## src/rtl/pcd_pkg.sv

```systemverilog
package pcd_pkg;
  // Synchroniser depth used for the raw pins
  localparam int unsigned SYNC_DEPTH = 2;

  // Returns 1 when any enabled bit of cur differs from ref
  function automatic logic masked_diff(input logic [63:0] cur,
                                       input logic [63:0] refv,
                                       input logic [63:0] en);
    return |((cur ^ refv) & en);
  endfunction
endpackage

```

## src/rtl/pcd_sync.sv

```systemverilog
module pcd_sync #(
  parameter int unsigned WIDTH  = 8,
  parameter int unsigned STAGES = 2
) (
  input  logic             clk,
  input  logic             rst_n,
  input  logic [WIDTH-1:0] din,
  output logic [WIDTH-1:0] dout
);
  logic [WIDTH-1:0] stage_q [STAGES];

  genvar g;
  generate
    for (g = 0; g < STAGES; g++) begin : g_stage
      if (g == 0) begin : g_first
        always_ff @(posedge clk or negedge rst_n) begin
          if (!rst_n) stage_q[g] <= '0;
          else        stage_q[g] <= din;
        end
      end else begin : g_next
        always_ff @(posedge clk or negedge rst_n) begin
          if (!rst_n) stage_q[g] <= '0;
          else        stage_q[g] <= stage_q[g-1];
        end
      end
    end
  endgenerate

  assign dout = stage_q[STAGES-1];
endmodule

```

## src/rtl/pcd_ref_latch.sv

```systemverilog
module pcd_ref_latch #(
  parameter int unsigned WIDTH = 8
) (
  input  logic             clk,
  input  logic             rst_n,
  input  logic             load,
  input  logic [WIDTH-1:0] pin_s,
  output logic [WIDTH-1:0] ref_q,
  output logic [WIDTH-1:0] rd_q
);
  // Port input latch and comparison reference load together on a read
  always_ff @(posedge clk or negedge rst_n) begin
    if (!rst_n) begin
      ref_q <= '0;
      rd_q  <= '0;
    end else if (load) begin
      ref_q <= pin_s;
      rd_q  <= pin_s;
    end
  end
endmodule

```

## src/rtl/pcd_compare.sv

```systemverilog
module pcd_compare #(
  parameter int unsigned WIDTH = 8
) (
  input  logic             clk,
  input  logic             rst_n,
  input  logic             slot,
  input  logic             rd,
  input  logic [WIDTH-1:0] pin_s,
  input  logic [WIDTH-1:0] ref_q,
  input  logic [WIDTH-1:0] en,
  output logic             mis_q
);
  import pcd_pkg::*;

  logic hit;

  always_comb begin
    hit = masked_diff(64'(pin_s), 64'(ref_q), 64'(en));
  end

  // Read has priority over a comparison slot in the same cycle
  always_ff @(posedge clk or negedge rst_n) begin
    if (!rst_n)          mis_q <= 1'b0;
    else if (rd)         mis_q <= 1'b0;
    else if (slot && hit) mis_q <= 1'b1;
  end
endmodule

```

## src/rtl/pcd_flag.sv

```systemverilog
module pcd_flag (
  input  logic clk,
  input  logic rst_n,
  input  logic mis_q,
  input  logic clr,
  output logic flag_q
);
  // A standing mismatch re-asserts the flag over any clear
  always_ff @(posedge clk or negedge rst_n) begin
    if (!rst_n)     flag_q <= 1'b0;
    else if (mis_q) flag_q <= 1'b1;
    else if (clr)   flag_q <= 1'b0;
  end
endmodule

```

## src/rtl/pin_change_detect.sv

```systemverilog
module pin_change_detect #(
  parameter int unsigned WIDTH = 8
) (
  input  logic             clk,
  input  logic             rst_n,
  input  logic [WIDTH-1:0] pin_i,
  input  logic [WIDTH-1:0] enable_i,
  input  logic             rd_i,
  output logic [WIDTH-1:0] rd_data_o,
  input  logic             q1_i,
  input  logic             flag_clr_i,
  output logic             flag_o
);
  import pcd_pkg::*;

  logic [WIDTH-1:0] pin_s;
  logic [WIDTH-1:0] ref_q;
  logic             mis_q;

  pcd_sync #(.WIDTH(WIDTH), .STAGES(SYNC_DEPTH)) u_sync (
    .clk  (clk),
    .rst_n(rst_n),
    .din  (pin_i),
    .dout (pin_s)
  );

  pcd_ref_latch #(.WIDTH(WIDTH)) u_ref (
    .clk  (clk),
    .rst_n(rst_n),
    .load (rd_i),
    .pin_s(pin_s),
    .ref_q(ref_q),
    .rd_q (rd_data_o)
  );

  pcd_compare #(.WIDTH(WIDTH)) u_cmp (
    .clk  (clk),
    .rst_n(rst_n),
    .slot (q1_i),
    .rd   (rd_i),
    .pin_s(pin_s),
    .ref_q(ref_q),
    .en   (enable_i),
    .mis_q(mis_q)
  );

  pcd_flag u_flag (
    .clk   (clk),
    .rst_n (rst_n),
    .mis_q (mis_q),
    .clr   (flag_clr_i),
    .flag_q(flag_o)
  );
endmodule

```

## config.mk

```make
export PLATFORM = sky130hd
export DESIGN_NAME = pin_change_detect
export DESIGN_NICKNAME = d
export VERILOG_FILES = /design/src/rtl/pcd_pkg.sv /design/src/rtl/pcd_sync.sv /design/src/rtl/pcd_ref_latch.sv /design/src/rtl/pcd_compare.sv /design/src/rtl/pcd_flag.sv /design/src/rtl/pin_change_detect.sv
export SDC_FILE = /design/constraint.sdc
export NUM_CORES = 1
export LEC_CHECK = 0
export BUFFER_PORTS_ARGS = -buffer_cell sky130_fd_sc_hd__buf_4
export CAP_MARGIN = 15
export CORE_MARGIN = 2
export CORE_UTILIZATION = 42
export DETAILED_ROUTE_END_ITERATION = 10
export GPL_ROUTABILITY_DRIVEN = 0
export PLACE_DENSITY = 0.71
export SLEW_MARGIN = 20
export SYNTH_ARGS = -nofsm -noshare
export SYNTH_HDL_FRONTEND = slang
export SYNTH_SLANG_ARGS = --single-unit
```

## constraint.sdc

```tcl
create_clock -name clk -period 1.04 [get_ports clk]
set_input_delay 0.052 -clock clk [delete_from_list [all_inputs] [get_ports clk]]
set_output_delay 0.052 -clock clk [all_outputs]
set_load 0.1 [all_outputs]
```

; After elaboration in Yosys (flattened, before gate mapping)
; Index checks and enable logic that the tools add are counted.
[totals]
out_inout_bits = 9
reg_bits = 26
[op_classes]
bitwise = 2
n_reduce_logical = 4
muxes = 4
[ops]
columns = op, count
row1 = 64-bit by 8-bit bitwise AND with 64-bit output, 1
row2 = 64-bit OR reduction, 1
row3 = 8-bit XOR, 1
row4 = 1-bit two-way mux, 4
row5 = 2-bit nonzero test, 2
row6 = 1-bit logical AND, 1

; Logic depth before layout (Yosys ltp)
[logic_depth]
ltp_word = 6
mapped_depth = 4

; Modules after synthesis
; From an unflattened synthesis, not the netlist that was laid out.
[hier_totals]
cells_unflattened = 69
hier_area_um2 = 1038.5
[modules_own_cells]
columns = module, area_each_um2, cells_each, seq_area_each_um2, n_inst
row1 = pcd_sync, 460.4, 24, 400.4, 1
row2 = pcd_ref_latch, 391.6, 25, 200.2, 1
row3 = pcd_compare, 150.1, 17, 25.0, 1
row4 = pcd_flag, 36.3, 3, 25.0, 1

; Worst setup path after synthesis
; Ideal clock, no wire load.
[synth_timing]
path_kind = reg2reg
from = register u_ref.ref_q[0]
to = register u_cmp.mis_q
synth_period_minus_slack_ns = 1.694
arrival_ns = 1.574
path_stages_with_launch = 5
setup_ns = 0.120
slack_ns = -0.654
path_buffers = 0
path_cell_list = dfrtp_1 -> xor2_1 -> a22oi_1 -> nand4_1 -> a31o_1
[synth_between]
elab_chain_cells = 5
[synth_lines]
columns = item, line_no
row1 = "start, declared", pcd_ref_latch.sv:8  ; output logic [WIDTH-1:0] ref_q,
row2 = "start signal, assigned", pcd_ref_latch.sv:17  ; ref_q <= pin_s;
row3 = 8-bit XOR, pcd_pkg.sv:9  ; return |((cur ^ refv) & en);
row4 = 64-bit by 8-bit bitwise AND with 64-bit output, pcd_pkg.sv:9
row5 = 64-bit OR reduction, pcd_pkg.sv:9
row6 = 1-bit logical AND, pcd_compare.sv:25  ; else if (slot && hit) mis_q <= 1'b1;
row7 = 2-bit nonzero test (no line), --
row8 = "end signal, assigned", pcd_compare.sv:23  ; if (!rst_n) mis_q <= 1'b0;
row9 = "end signal, assigned", pcd_compare.sv:24  ; else if (rd) mis_q <= 1'b0;
row10 = "end signal, assigned", pcd_compare.sv:25
row11 = "end, declared", pcd_compare.sv:11  ; output logic mis_q
; No other way between the ends.
; A chain may end at the register's enable or synchronous reset.

==> results.md <==
* Status: complete, but fails checks
* Failing checks: negative setup slack
* CTS tree: built
* Initial Util at 0.450
* First-pass iteration count of the detailed router at 2
* Compound-gate portion of the synthesized area at 0.0525
* Maximum vdd drop at 0.00121 V
* Combinational Power Share at 0.295
* Clock Tree Root: clkbuf_4
* Clock Power Share at 0.256
* Largest area contributor in the netlist: dfrtp_1
* Initial antenna violation count at 0
* Slew at the pin with the worst max-slew slack at 0.311 ns
* Critical Path Slowest Stage Cell: dfrtp_4
* Die area at 0.00248 mm²
* H-tree depth at 1
* Final nets at 128
* Pwr Density at 1670 mW/mm²
* Maximum clock path buffer count at 2
* Hold Vio Cnt, Final at 0
* First-pass GRT wire length at 3.02 mm
* Worst r2r path cells at 4
* Switch share at 0.283
* Instance count on the critical path at 3
* Final std cells w/o fill at 133
* Tcrit/Tclk final at 1.21
* Post-route ant nets at 0
* Post-DP HPWL at 1.16 mm
* Yosys cell types at 10
* Core area at 0.00196 mm²
* Clock Pin Slew Worst Setup and Hold Paths at 0.12 ns
* Routed WL at 1.73 mm
* Min cycle time layout at 1.26 ns
* Largest family of logic cells by synthesized area: multiplexers
* R2R Setup Slk at -0.22 ns
* IO Port Bufs at 29
* Post-Syn Instances at 53
* First DRT Iteration DRCs at 3
* Post-Syn Nets at 74
* Crit path arrival time at 1.21 ns
* Top post-synthesis cells by area: dfrtp_1, mux2_2, xor2_1
* CP max FO at 2
* Area Overhead vs Synth at 73.8%
* Drc violations at 0
* Internal at 1.84 mW
* Setup slack at placement at -0.188 ns
* Num rows at 16
* WL per Instance at 13.0 µm
* Warnings from Yosys at 0
* Synth Area in Adders at 0
* Startpoint Class: flip-flop
* MaxCap Viol Count at 0
* Required time of the critical path at 0.99 ns
* FMAX at 0.793 GHz
* Grt ovf at 0
* Worst clock skew at 0.00538 ns
* Sink Count at 26
* Synthesized area per cell at 16.6 µm²
* Pin count of the biggest net entering global routing at 27
* Post-synth top area share at 0.738
* Setup crit end kind: output port
* Die Ht at 49.8 µm
* Diode count at 0
* Leak at 0.709 nW
* Setup CP Type: reg2out
* Flop pwr share at 0.449
* Mapped Area at 882 µm²
* Hold_ws at 0.0103 ns
* Mux cell area share after synthesis at 0.102
* Layout cells sized above 1 at 0.575
* Sequential-to-total area share from yosys stat at 0.738
* HP Class: in2reg
* Hold Path Cell Cnt at 3
* Post-Synth XOR/XNOR Area at 0.0794
* Sum Neg Setup Slack at -1.39 ns
* Vias in the first global route at 731
* Placed Cells at 116
* Net Switching at 725 µW
* Final setup margin at -0.220 ns
* Final setup violation count at 12
* Delay-heaviest family, CP: flip-flops
* Synth Register Bits at 26
* Buf+Inv Stages, Crit Path at 3
* Most common cell after layout, fill and taps aside: buf_4
* Final design utilization at 0.781
* Clk_lat worst skew at 0.31 ns
* Vias at 600
* Num ports at 30
* RSZ-0062 raised after global routing: true
* Vias per cell at 4.51
* Tot GR Track Use at 0.169
* Max-slew violation count at 0
* Largest stage delay, worst path at 0.50 ns
* Max transition margin at 0.793
* Simple-gate area share of the yosys netlist at 0.0142
* Cells along the critical path: buf_4, buf_6, buf_12
* Commonest cells after routing, fill and taps aside: buf_4, dfrtp_1, dlygate4sd3_1, buf_6
* Cts bufs inserted at 3
* Die X at 49.8 µm
[area by class of cell]
class,count,area [µm²]
Sequential cell,26,682
Timing Repair Buffer,50,534
Fill cell,125,429
Multi-Input combinational cell,24,223
Tap cell,27,33.8
Clock inverter,1,30.0
Clock buffer,3,22.5
Inverter,2,7.51
[registers in the layout, indices dropped and copies added, names as in the netlist]
name,cells
u_flag.flag_q,1
u_sync.stage_q,8
u_cmp.mis_q,1
u_ref.ref_q,8
u_sync.dout,8
[worst min-delay path: stages]
cell	delay [ns]
buf_4	0.08
inv_1	0.03
a21o_1	0.14
[logic make-up after synthesis]
group,Yosys count
flops,26
xor+xnor,8
mux,8
compound gates,6
buf+inv,3
simple gates,2
[what timing repair did]
item                                   in CTS  in global routing
endpoints found under the hold margin      35                  0
pin swaps                                   0                  0
resized for setup                          30                  5
hold buffers                               10                  0
buffers inserted                            1                  3
setup endpoints to repair                   9                 11
[path summary, 6_finish.rpt]
path	start	endpoint
min reg2reg	u_sync.stage_q[9]	u_sync.dout[1]
max	u_ref.ref_q[2]	rd_data_o[2]
min in group asynchronous	rst_n	u_ref.ref_q[4]
min	flag_clr_i	u_flag.flag_q
max in group asynchronous	rst_n	u_ref.ref_q[0]
max reg2reg	u_ref.ref_q[7]	u_cmp.mis_q
[power groups by stage]
stage                     Combinational, mW  Sequential [mW]  Clock [mW]
after floorplan                      0.0944             1.45           0
after global placement                0.576             1.16           0
after detailed placement              0.583             1.17           0
after CTS                             0.734             1.15       0.685
after global routing                  0.793             1.16       0.722
final                                 0.756             1.15       0.656
[per-stage QoR]
| step | area [µm²] | power, mW |
|---|---|---|
| after floorplan | 913 | 1.54 |
| after global placement | 1220 | 1.74 |
| after detailed placement | 1220 | 1.75 |
| after CTS | 1500 | 2.57 |
| after global routing | 1530 | 2.68 |
| final | 1530 | 2.56 |
[cell usage after synthesis, drive strengths merged]
library cell,number
a21o,1
a22oi,4
a31o,1
buf,1
dfrtp,26
inv,2
mux2,8
nand4,1
nor2b,1
xor2,8
[per-layer routing]
| metal | GRT usage | wire, µm |
|---|---|---|
| met1 | 0.166 | 645 |
| met2 | 0.324 | 986 |
| met3 | 0.0697 | 77 |
| met4 | 0.0370 | 16 |
| met5 | 0 | 0 |
(Power assumes the default switching activity.)
